## config.mk

```make
export PLATFORM = sky130hd
export DESIGN_NAME = legacy_bus_master
export DESIGN_NICKNAME = d
export VERILOG_FILES = /design/src/rtl/lbm_pkg.sv /design/src/rtl/lbm_sequencer.sv /design/src/rtl/lbm_datapath.sv /design/src/rtl/lbm_strobe_gen.sv /design/src/rtl/legacy_bus_master.sv
export SDC_FILE = /design/constraint.sdc
export NUM_CORES = 1
export LEC_CHECK = 0
export ABC_AREA = 1
export BUFFER_PORTS_ARGS = -buffer_cell sky130_fd_sc_hd__buf_2
export CORE_MARGIN = 4
export CORE_UTILIZATION = 40
export CTS_CLUSTER_SIZE = 25
export DETAILED_ROUTE_END_ITERATION = 12
export GPL_TIMING_DRIVEN = 0
export HOLD_SLACK_MARGIN = 0.03
export PLACE_DENSITY_LB_ADDON = 0.3
export SLEW_MARGIN = 0
export SYNTH_ARGS = -nofsm -noshare
export SYNTH_HDL_FRONTEND = slang
export SYNTH_SLANG_ARGS = --single-unit
```

## constraint.sdc

```tcl
create_clock -name clk -period 1.8 [get_ports clk]
set_clock_uncertainty 0.2 [all_clocks]
set_input_delay 0.45 -clock clk [delete_from_list [all_inputs] [get_ports clk]]
set_output_delay 0.45 -clock clk [all_outputs]
set_load 0.01 [all_outputs]
```

## src/rtl/lbm_pkg.sv

```systemverilog
package lbm_pkg;
  typedef enum logic [2:0] {
    ST_IDLE,
    ST_ADDR,
    ST_STB1,
    ST_STB2,
    ST_WAIT,
    ST_DONE
  } cyc_state_t;
endpackage

```

## src/rtl/lbm_sequencer.sv

```systemverilog
module lbm_sequencer
  import lbm_pkg::*;
#(
  parameter int MAX_WAIT = 6,
  localparam int CNT_W = $clog2(MAX_WAIT + 1)
) (
  input  logic clk,
  input  logic rst_n,
  input  logic req_fire,
  input  logic bus_ready,
  output logic idle,
  output logic busy,
  output logic strobe_on,
  output logic capture,
  output logic done,
  output logic timeout
);

  cyc_state_t state_q, state_d;
  logic [CNT_W-1:0] cnt_q, cnt_d;
  logic to_q;
  logic at_limit;

  assign at_limit = (state_q == ST_WAIT) && (cnt_q == CNT_W'(MAX_WAIT));

  always_comb begin
    state_d = state_q;
    cnt_d   = cnt_q;
    case (state_q)
      ST_IDLE: if (req_fire) state_d = ST_ADDR;
      ST_ADDR: state_d = ST_STB1;
      ST_STB1: state_d = ST_STB2;
      ST_STB2: begin
        if (bus_ready) begin
          state_d = ST_DONE;
        end else begin
          state_d = ST_WAIT;
          cnt_d   = CNT_W'(1);
        end
      end
      ST_WAIT: begin
        if (bus_ready || at_limit) state_d = ST_DONE;
        else cnt_d = cnt_q + CNT_W'(1);
      end
      ST_DONE: begin
        state_d = ST_IDLE;
        cnt_d   = '0;
      end
      default: state_d = ST_IDLE;
    endcase
  end

  always_ff @(posedge clk or negedge rst_n) begin
    if (!rst_n) begin
      state_q <= ST_IDLE;
      cnt_q   <= '0;
      to_q    <= 1'b0;
    end else begin
      state_q <= state_d;
      cnt_q   <= cnt_d;
      if (at_limit && !bus_ready) to_q <= 1'b1;
    end
  end

  assign idle      = (state_q == ST_IDLE);
  assign busy      = !idle;
  assign strobe_on = (state_q == ST_STB1) || (state_q == ST_STB2) || (state_q == ST_WAIT);
  assign capture   = ((state_q == ST_STB2) && bus_ready) ||
                     ((state_q == ST_WAIT) && (bus_ready || at_limit));
  assign done      = (state_q == ST_DONE);
  assign timeout   = to_q;

  // the wait counter never passes the limit
  assert_wait_bound_R6: assert property (@(posedge clk) disable iff (!rst_n)
    cnt_q <= CNT_W'(MAX_WAIT));

  // timeout flag is sticky
  assert_timeout_sticky_R6: assert property (@(posedge clk) disable iff (!rst_n)
    to_q |=> to_q);

  // address clock is always followed by a strobe clock
  assert_addr_then_strobe_R2: assert property (@(posedge clk) disable iff (!rst_n)
    (state_q == ST_ADDR) |=> strobe_on);

  // a low ready at the end of a strobe clock keeps the strobe on
  assert_ready_low_stretch_R5: assert property (@(posedge clk) disable iff (!rst_n)
    ((state_q == ST_STB2) && !bus_ready) |=> strobe_on);

endmodule

```

## src/rtl/lbm_datapath.sv

```systemverilog
module lbm_datapath #(
  parameter int ADDR_W    = 20,
  parameter int IO_ADDR_W = 16,
  parameter int DATA_W    = 8
) (
  input  logic              clk,
  input  logic              rst_n,
  input  logic              load,
  input  logic              capture,
  input  logic              busy,
  input  logic [ADDR_W-1:0] req_addr,
  input  logic [DATA_W-1:0] req_wdata,
  input  logic              req_write,
  input  logic              req_io,
  input  logic [DATA_W-1:0] bus_data_in,
  output logic [ADDR_W-1:0] bus_addr,
  output logic [DATA_W-1:0] bus_data_out,
  output logic              bus_data_oe,
  output logic [DATA_W-1:0] rsp_rdata,
  output logic              write_q,
  output logic              io_q
);

  logic [ADDR_W-1:0] addr_q;
  logic [DATA_W-1:0] wdata_q;
  logic [DATA_W-1:0] rdata_q;
  logic [ADDR_W-1:0] io_mask;

  generate
    if (IO_ADDR_W < ADDR_W) begin : g_io_narrow
      assign io_mask = {{(ADDR_W - IO_ADDR_W){1'b0}}, {IO_ADDR_W{1'b1}}};
    end else begin : g_io_full
      assign io_mask = {ADDR_W{1'b1}};
    end
  endgenerate

  always_ff @(posedge clk or negedge rst_n) begin
    if (!rst_n) begin
      addr_q  <= '0;
      wdata_q <= '0;
      write_q <= 1'b0;
      io_q    <= 1'b0;
    end else if (load) begin
      addr_q  <= req_io ? (req_addr & io_mask) : req_addr;
      wdata_q <= req_wdata;
      write_q <= req_write;
      io_q    <= req_io;
    end
  end

  always_ff @(posedge clk or negedge rst_n) begin
    if (!rst_n) rdata_q <= '0;
    else if (capture) rdata_q <= bus_data_in;
  end

  assign bus_addr     = busy ? addr_q : '0;
  assign bus_data_oe  = busy && write_q;
  assign bus_data_out = bus_data_oe ? wdata_q : '0;
  assign rsp_rdata    = rdata_q;

  // address stays put for the whole cycle
  assert_addr_hold_R3: assert property (@(posedge clk) disable iff (!rst_n)
    (busy && $past(busy)) |-> $stable(bus_addr));

endmodule

```

## src/rtl/lbm_strobe_gen.sv

```systemverilog
module lbm_strobe_gen (
  input  logic strobe_on,
  input  logic write_q,
  input  logic io_q,
  output logic memr_n,
  output logic memw_n,
  output logic ior_n,
  output logic iow_n
);

  always_comb begin
    memr_n = 1'b1;
    memw_n = 1'b1;
    ior_n  = 1'b1;
    iow_n  = 1'b1;
    if (strobe_on) begin
      case ({io_q, write_q})
        2'b00: memr_n = 1'b0;
        2'b01: memw_n = 1'b0;
        2'b10: ior_n  = 1'b0;
        default: iow_n = 1'b0;
      endcase
    end
  end

endmodule

```

## src/rtl/legacy_bus_master.sv

```systemverilog
module legacy_bus_master #(
  parameter int ADDR_W    = 20,
  parameter int IO_ADDR_W = 16,
  parameter int DATA_W    = 8,
  parameter int MAX_WAIT  = 6
) (
  input  logic              clk,
  input  logic              rst_n,
  input  logic              req_valid,
  output logic              req_ready,
  input  logic              req_write,
  input  logic              req_io,
  input  logic [ADDR_W-1:0] req_addr,
  input  logic [DATA_W-1:0] req_wdata,
  output logic              rsp_valid,
  output logic [DATA_W-1:0] rsp_rdata,
  output logic              timeout,
  output logic [ADDR_W-1:0] bus_addr,
  output logic [DATA_W-1:0] bus_data_out,
  input  logic [DATA_W-1:0] bus_data_in,
  output logic              bus_data_oe,
  output logic              bus_memr_n,
  output logic              bus_memw_n,
  output logic              bus_ior_n,
  output logic              bus_iow_n,
  input  logic              bus_ready
);

  logic idle, busy, strobe_on, capture, done;
  logic write_q, io_q;
  logic req_fire;

  assign req_fire  = req_valid && idle;
  assign req_ready = idle;
  assign rsp_valid = done;

  lbm_sequencer #(.MAX_WAIT(MAX_WAIT)) u_seq (
    .clk       (clk),
    .rst_n     (rst_n),
    .req_fire  (req_fire),
    .bus_ready (bus_ready),
    .idle      (idle),
    .busy      (busy),
    .strobe_on (strobe_on),
    .capture   (capture),
    .done      (done),
    .timeout   (timeout)
  );

  lbm_datapath #(
    .ADDR_W    (ADDR_W),
    .IO_ADDR_W (IO_ADDR_W),
    .DATA_W    (DATA_W)
  ) u_dp (
    .clk          (clk),
    .rst_n        (rst_n),
    .load         (req_fire),
    .capture      (capture),
    .busy         (busy),
    .req_addr     (req_addr),
    .req_wdata    (req_wdata),
    .req_write    (req_write),
    .req_io       (req_io),
    .bus_data_in  (bus_data_in),
    .bus_addr     (bus_addr),
    .bus_data_out (bus_data_out),
    .bus_data_oe  (bus_data_oe),
    .rsp_rdata    (rsp_rdata),
    .write_q      (write_q),
    .io_q         (io_q)
  );

  lbm_strobe_gen u_stb (
    .strobe_on (strobe_on),
    .write_q   (write_q),
    .io_q      (io_q),
    .memr_n    (bus_memr_n),
    .memw_n    (bus_memw_n),
    .ior_n     (bus_ior_n),
    .iow_n     (bus_iow_n)
  );

  // idle controller drives no strobe and no data
  assert_idle_quiet_R1: assert property (@(posedge clk) disable iff (!rst_n)
    req_ready |-> (bus_memr_n && bus_memw_n && bus_ior_n && bus_iow_n && !bus_data_oe));

  // completion pulse lasts a single clock
  assert_ack_pulse_R9: assert property (@(posedge clk) disable iff (!rst_n)
    rsp_valid |=> !rsp_valid);

  // data enable never overlaps a read strobe
  assert_oe_not_read_R8: assert property (@(posedge clk) disable iff (!rst_n)
    bus_data_oe |-> (bus_memr_n && bus_ior_n));

  // strobes are released in the completion clock
  assert_release_on_ack_R2: assert property (@(posedge clk) disable iff (!rst_n)
    rsp_valid |-> (bus_memr_n && bus_memw_n && bus_ior_n && bus_iow_n));

  // never more than one strobe low
  assert_one_strobe_R4: assert property (@(posedge clk) disable iff (!rst_n)
    $countones({~bus_memr_n, ~bus_memw_n, ~bus_ior_n, ~bus_iow_n}) <= 1);

endmodule

```

Word level (Yosys, flattened, before mapping)
Index checks and enable logic that the tools add are counted.

Bits in latches: 0. Logic and storage cells: 57. Memories: 0. ROM bits: 0. RAM bits: 0. Bits in registers: 45. Output and inout port bits: 44.

Reduce and logical (&&, ||, !) cells: 18. Magnitude comparators: 0. Multiplexer cells: 18. Eq/ne operators: 12. Shifts and indexed selects: 0. $mul: 0. Div/mod/pow operators: 0. Add/sub/neg operators: 1. Bitwise logic cells: 0.

Operators by type and width (count): $mux 20 (2); $pmux 3 s5 (1); $mux 3 (4); $eq 3x3->1 const B (3); $mux 1 (9); $pmux 3 s3 (1); $mux 8 (1); $eq 3x2->1 const B (2); $logic_and 1x1->1 (6); $ne 2x2->1 const B (3); $logic_or 1x1->1 (4); $add 3x1->3 const B (1); $eq 3x1->1 const B (1); $logic_not 3->1 (1); $reduce_and 3->1 (1); $reduce_bool 3->1 (1); $reduce_or 3->1 (1); $eq 2x1->1 const B (1); $eq 2x2->1 const B (1); $logic_not 1->1 (2); $logic_not 2->1 (1); $ne 2x1->1 const B (1); $reduce_and 2->1 (1).

Logic depth before layout (Yosys ltp)
Depth in word-level cells: 5. Mapped depth: 9. Mapped depth without buffers: 8.

Hierarchy
From an unflattened synthesis, not the netlist that was laid out.

Cells, all modules: 282. Area total of the unflattened synthesis: 2140.8 um2.

By module, submodules not included: lbm_datapath (times used 1, seq. area each 950.9 um2, cells each 213, area each 1659.1 um2); lbm_sequencer (times used 1, seq. area each 175.2 um2, cells each 60, area each 444.2 um2); lbm_strobe_gen (times used 1, seq. area each 0.0 um2, cells each 7, area each 30.0 um2); legacy_bus_master (times used 1, seq. area each 0.0 um2, cells each 2, area each 7.5 um2).

Least setup slack after synthesis
No wires, ideal clock.

Path type: reg2out. From: register u_seq.state_q[0]. To: output bus_addr[10]. Data required time: 1150 ps. Buffers on the path: 2. Data arrival time: 1024 ps. Setup slack: 126 ps. Stages on the path, launching flop included: 7. Cells stage by stage: dfrtp_1 > buf_4 > nor2_4 > nand2_2 > inv_2 > buf_2 > nor2_1.

Word-level cells in the longest chain between the ends: 2.

RTL lines: start, declared (line lbm_sequencer.sv:19) `cyc_state_t state_q, state_d;`; start signal, assigned (line lbm_sequencer.sv:59) `state_q <= state_d;`; $logic_not 3->1 (line lbm_sequencer.sv:65) `assign idle = (state_q == ST_IDLE);`; named net req_ready (line legacy_bus_master.sv:10) `output logic req_ready,`; $mux 20 (line lbm_datapath.sv:56) `assign bus_addr = busy ? addr_q : '0;`; end, declared (line legacy_bus_master.sv:18) `output logic [ADDR_W-1:0] bus_addr,`.

The timed path passes the listed nets, and every way through them passes these cells.

Worst setup path after layout
From: register u_seq.state_q[0]. To: output bus_memr_n.

Word-level cells in the longest chain between the ends: 4. Elaborated cells between the ends (all ways): 6. Classes of those cells: eq/ne (3); mux (1); reduce/logical (2).

RTL lines: $eq 3x2->1 (line lbm_sequencer.sv:67) `assign strobe_on = (state_q == ST_STB1) || (state_q == ST_STB2) || (state_q == ST_WAIT);`; $logic_or 1x1->1 (line lbm_sequencer.sv:67); $logic_or 1x1->1 (*) (line lbm_sequencer.sv:67); $mux 1 (*) (line lbm_strobe_gen.sv:16) `if (strobe_on) begin`; end, declared (line legacy_bus_master.sv:22) `output logic bus_memr_n,`.

Every way passes the cells marked *; elsewhere a longest branch is shown, timed or not.

==> reports/results.txt <==
The run finished, with violations left. The checks that failed: negative setup slack. The net count of the mapped netlist is 299, and the switching share of power is 42.3%. Power spread over the standard cell area amounts to 1750 nW/um2. The later-pin clock latency in the skew report is 0.30 ns, and the endpoint arrival time on the critical path is 1.40 ns. The share of the Yosys chip area taken by registers is 51.0%. The pin count of the biggest net entering global routing came out at 46. For the count of warnings emitted by yosys, the log shows 0.

Traced cell by cell, the critical path runs through nor2_4 > buf_6 > nand2_4 > o21ai_4 > nand3_1 > buf_2. For the worst setup path, the data required time is 1.15 ns. The number of register bits inferred by synthesis works out to 45.

The count of endpoints failing hold in the final timing report is 0, and the number of standard cells after synthesis is 255. The area added between synthesis and finish was 37.1%. For this run the aggregate overflow at the end of global routing stands at 0. The ratio of cells with drive above 1 in the final layout was 47.3%.

In this run the power spent charging and discharging nets is 2250 uW. The clock transition at the registers of the reported paths is 0.08 ns, and the combinational fraction of design power is 56.0%. The number of placement rows is 26, and the via count of the first global-routing pass is 1941. Across the VDD grid, the largest voltage drop is 0.925 mV. The logs give 3.79 mm for the half-perimeter wire length after detailed placement and 0 for the initial antenna violation count. Kind of critical path: flip-flop to output pin. Final hold analysis gives a worst-case slack of 0.107 ns.

Dividing the detail-routed wire length by the instance count gives 12.9 um. The max-slew violation count was 0. STA classifies the critical path endpoint as an output pin. After routing the design area is 3030 um2. The number of buffers inserted during clock tree synthesis came out at 5. Timing analysis after detailed placement gives a worst setup slack of -0.0794 ns. The slack of the critical path was -0.249 ns. For the routed via count, the log shows 1996. The cell sitting at the root of the clock tree is a sky130_fd_sc_hd__clkbuf_8.

The static leakage came out at 0.00165 uW. The tools report the post-synthesis cell area as 2210 um2. The tools report the violation count after the first detailed-route iteration as 65. The worst min-delay path category was input pin to async pin. After clock tree synthesis, the flow added hold-fix buffers numbering 0.

The maximum count of clock buffers along a single path is 2. Setup repair after global routing could not meet its margin everywhere. The setup TNS is -7.57 ns.

For this run, the top clock speed supported by timing is 0.488 GHz. Total of max-cap violations: 0. In the layout the commonest cells are sky130_fd_sc_hd__buf_2 (83), sky130_fd_sc_hd__nand2_1 (58), sky130_fd_sc_hd__dfrtp_1 (44). In this run the tool buffered the top-level ports with 85 buffer cells. The wire length of the first global-routing pass was 8.69 mm; the maximum fanout count along the critical path was 4. The final net count came out at 400. For this design, the slowest cell found on the critical path is sky130_fd_sc_hd__dfrtp_1. The run gives 3060 uW as the internal power of the cells.

For this run, design rule violations remaining after detail routing come to 0. For the pin with the worst max-slew slack, the measured transition is 0.993 ns. The mean post-synth cell area came out at 8.67 um2. Counting every sink on the clock net gives 45. The post-layout minimum cycle time was 2.05 ns. 86 I/O pins were placed. The die is 82.3 um tall. The number of vias per cell was 4.67; the cell area after placement was 2720 um2. The netlist uses 21 different library cells. The leading cell type in the layout, fill and taps excluded was sky130_fd_sc_hd__buf_2. For the power share of the clock group, the log shows 12.5%.

The floorplan step set the die width to 82.3 um. TritonCTS built the clock tree. The run gives 491 as the number of filler cells placed in the layout. On the worst path, the slowest cell contributes a delay of 0.43 ns. The number of levels the H-tree was split into came out at 2.

After layout, the worst path uses 114% of the clock period. The count of nets left with antenna violations once routing finished came out at 0. The die covers 6780 um2.

The tools report the element type at the critical path start as a flip-flop. The tools report the worst-case headroom to the max-slew limit as 33.8%. The overall power is 5310 uW.

Once the floorplan was initialized, standard cells occupied 42.2% of the core. The register share of total power was 31.5%; the overall global routing resource usage was 16.9%. Before antenna repair, the detailed router went through 4 iterations. At the end of routability-driven placement, the weighted congestion stood at 0.759. The total of endpoints with negative setup slack in the final report was 35. In this run the standard cell core region covers 5240 um2.

The count of inserted antenna diode cells is 0. The final layout contains routed wiring with a total length of 5.49 mm.
repair_timing:
item | CTS | global route
endpoints found under the hold margin | 0 | 0
endpoints found under the setup margin | 35 | 43
gates resized for setup | 22 | 21
setup buffers | 5 | 3
pin swaps | 1 | 3
cloned | 2 | 0
layout make-up:
type / count / area (um2) / share of cell area [%]
clock buffers: 6 / 82.6 / 2.73
flip-flops and latches: 45 / 1130 / 37.2
well taps: 70 / 87.6 / 2.89
clock inverters: 2 / 13.8 / 0.454
inverters: 41 / 171 / 5.66
plain buffers: 9 / 98.8 / 3.26
repair buffers: 95 / 534 / 17.6
multi-input cells: 159 / 913 / 30.2
worst max-delay path: cells and delay by family, from the launching register on:
| family | cells | cell delay [ns] |
|---|---|---|
| compound gates | 1 | 0.09 |
| simple gates | 3 | 0.31 |
| flops | 1 | 0.43 |
| buf+inv | 2 | 0.27 |
power groups by stage:
| stage | Combinational (uW) | Clock, uW | Sequential, uW |
|---|---|---|---|
| 2_1_floorplan | 1670 | 0 | 1680 |
| 3_3_place_gp | 2460 | 0 | 1660 |
| 3_5_place_dp | 2500 | 0 | 1680 |
| 4_1_cts | 2830 | 690 | 1650 |
| 5_1_grt | 3310 | 730 | 1720 |
| 6_report | 2970 | 666 | 1670 |
kinds of logic (layout without fill, tap and decap cells):
| family | Yosys count | after routing | share of synthesized area, % |
|---|---|---|---|
| compound gates | 37 | 37 | 13.6 |
| buf+inv | 51 | 153 | 11.3 |
| simple gates | 120 | 120 | 23.0 |
| fa+ha+maj | 2 | 2 | 1.13 |
| flops | 45 | 45 | 51.0 |
final timing paths:
check | from | endpoint | slack (ns) | depth (start not counted)
min | rst_n | u_seq.state_q[0]$_DFFE_PN0P_ | 0.11 | 1
max in group asynchronous | rst_n | u_seq.state_q[1]$_DFFE_PN0P_ | 0.61 | 1
max | u_seq.state_q[0]$_DFFE_PN0P_ | bus_memr_n | -0.25 | 6
min in group clk | bus_data_in[7] | u_dp.rsp_rdata[7]$_DFFE_PN0P_ | 0.14 | 3
max reg2reg | u_seq.state_q[1]$_DFFE_PN0P_ | u_seq.cnt_q[1]$_DFFE_PN0P_ | 0.11 | 9
min reg2reg | u_seq.timeout$_DFFE_PN0P_ | u_seq.timeout$_DFFE_PN0P_ | 0.26 | 1
flip-flops by register name (all words and copies together) (netlist names):
register and flops:
u_seq.cnt_q 3, u_dp.io_q 1, u_dp.wdata_q 8, u_dp.addr_q 20, u_seq.state_q 3, u_dp.rsp_rdata 8, u_seq.timeout 1, u_dp.write_q 1
per-layer routing:
| layer | global-route usage [%] | vias to the layer above | share of wire [%] |
|---|---|---|---|
| li1 | - | 995 | - |
| met1 | 20.2 | 932 | 43 |
| met2 | 28.0 | 61 | 48 |
| met3 | 4.99 | 8 | 7.9 |
| met4 | 7.31 | 0 | 1.4 |
| met5 | 0 | - | 0 |
synth_stat cells:
library cell | count | area share (%)
sky130_fd_sc_hd__dfrtp_1 | 45 | 51
sky130_fd_sc_hd__inv_2 | 2 | 0.34
sky130_fd_sc_hd__nand2_4 | 1 | 0.51
sky130_fd_sc_hd__nand2_1 | 61 | 10
sky130_fd_sc_hd__a21oi_1 | 2 | 0.45
sky130_fd_sc_hd__nand4_1 | 4 | 1.1
sky130_fd_sc_hd__buf_8 | 1 | 0.68
sky130_fd_sc_hd__nand2_2 | 3 | 0.85
sky130_fd_sc_hd__nor2_1 | 32 | 5.4
sky130_fd_sc_hd__nor2_2 | 2 | 0.57
sky130_fd_sc_hd__inv_6 | 1 | 0.40
sky130_fd_sc_hd__nand3_1 | 16 | 3.6
sky130_fd_sc_hd__ha_1 | 2 | 1.1
sky130_fd_sc_hd__nor2_4 | 1 | 0.51
sky130_fd_sc_hd__buf_6 | 4 | 2.0
sky130_fd_sc_hd__a31o_2 | 1 | 0.40
sky130_fd_sc_hd__inv_1 | 38 | 6.5
sky130_fd_sc_hd__o21ai_2 | 30 | 12
sky130_fd_sc_hd__buf_2 | 3 | 0.68
sky130_fd_sc_hd__o21ai_0 | 4 | 0.91
sky130_fd_sc_hd__buf_4 | 2 | 0.68
through the flow:
step	util [%]	std cells
global route	57.8	427
CTS	56.1	425
detailed placement	52.0	410
global placement	52.0	410
finish	57.8	427
floorplan	-	255
Note: power is estimated with default switching activity, not from simulation.
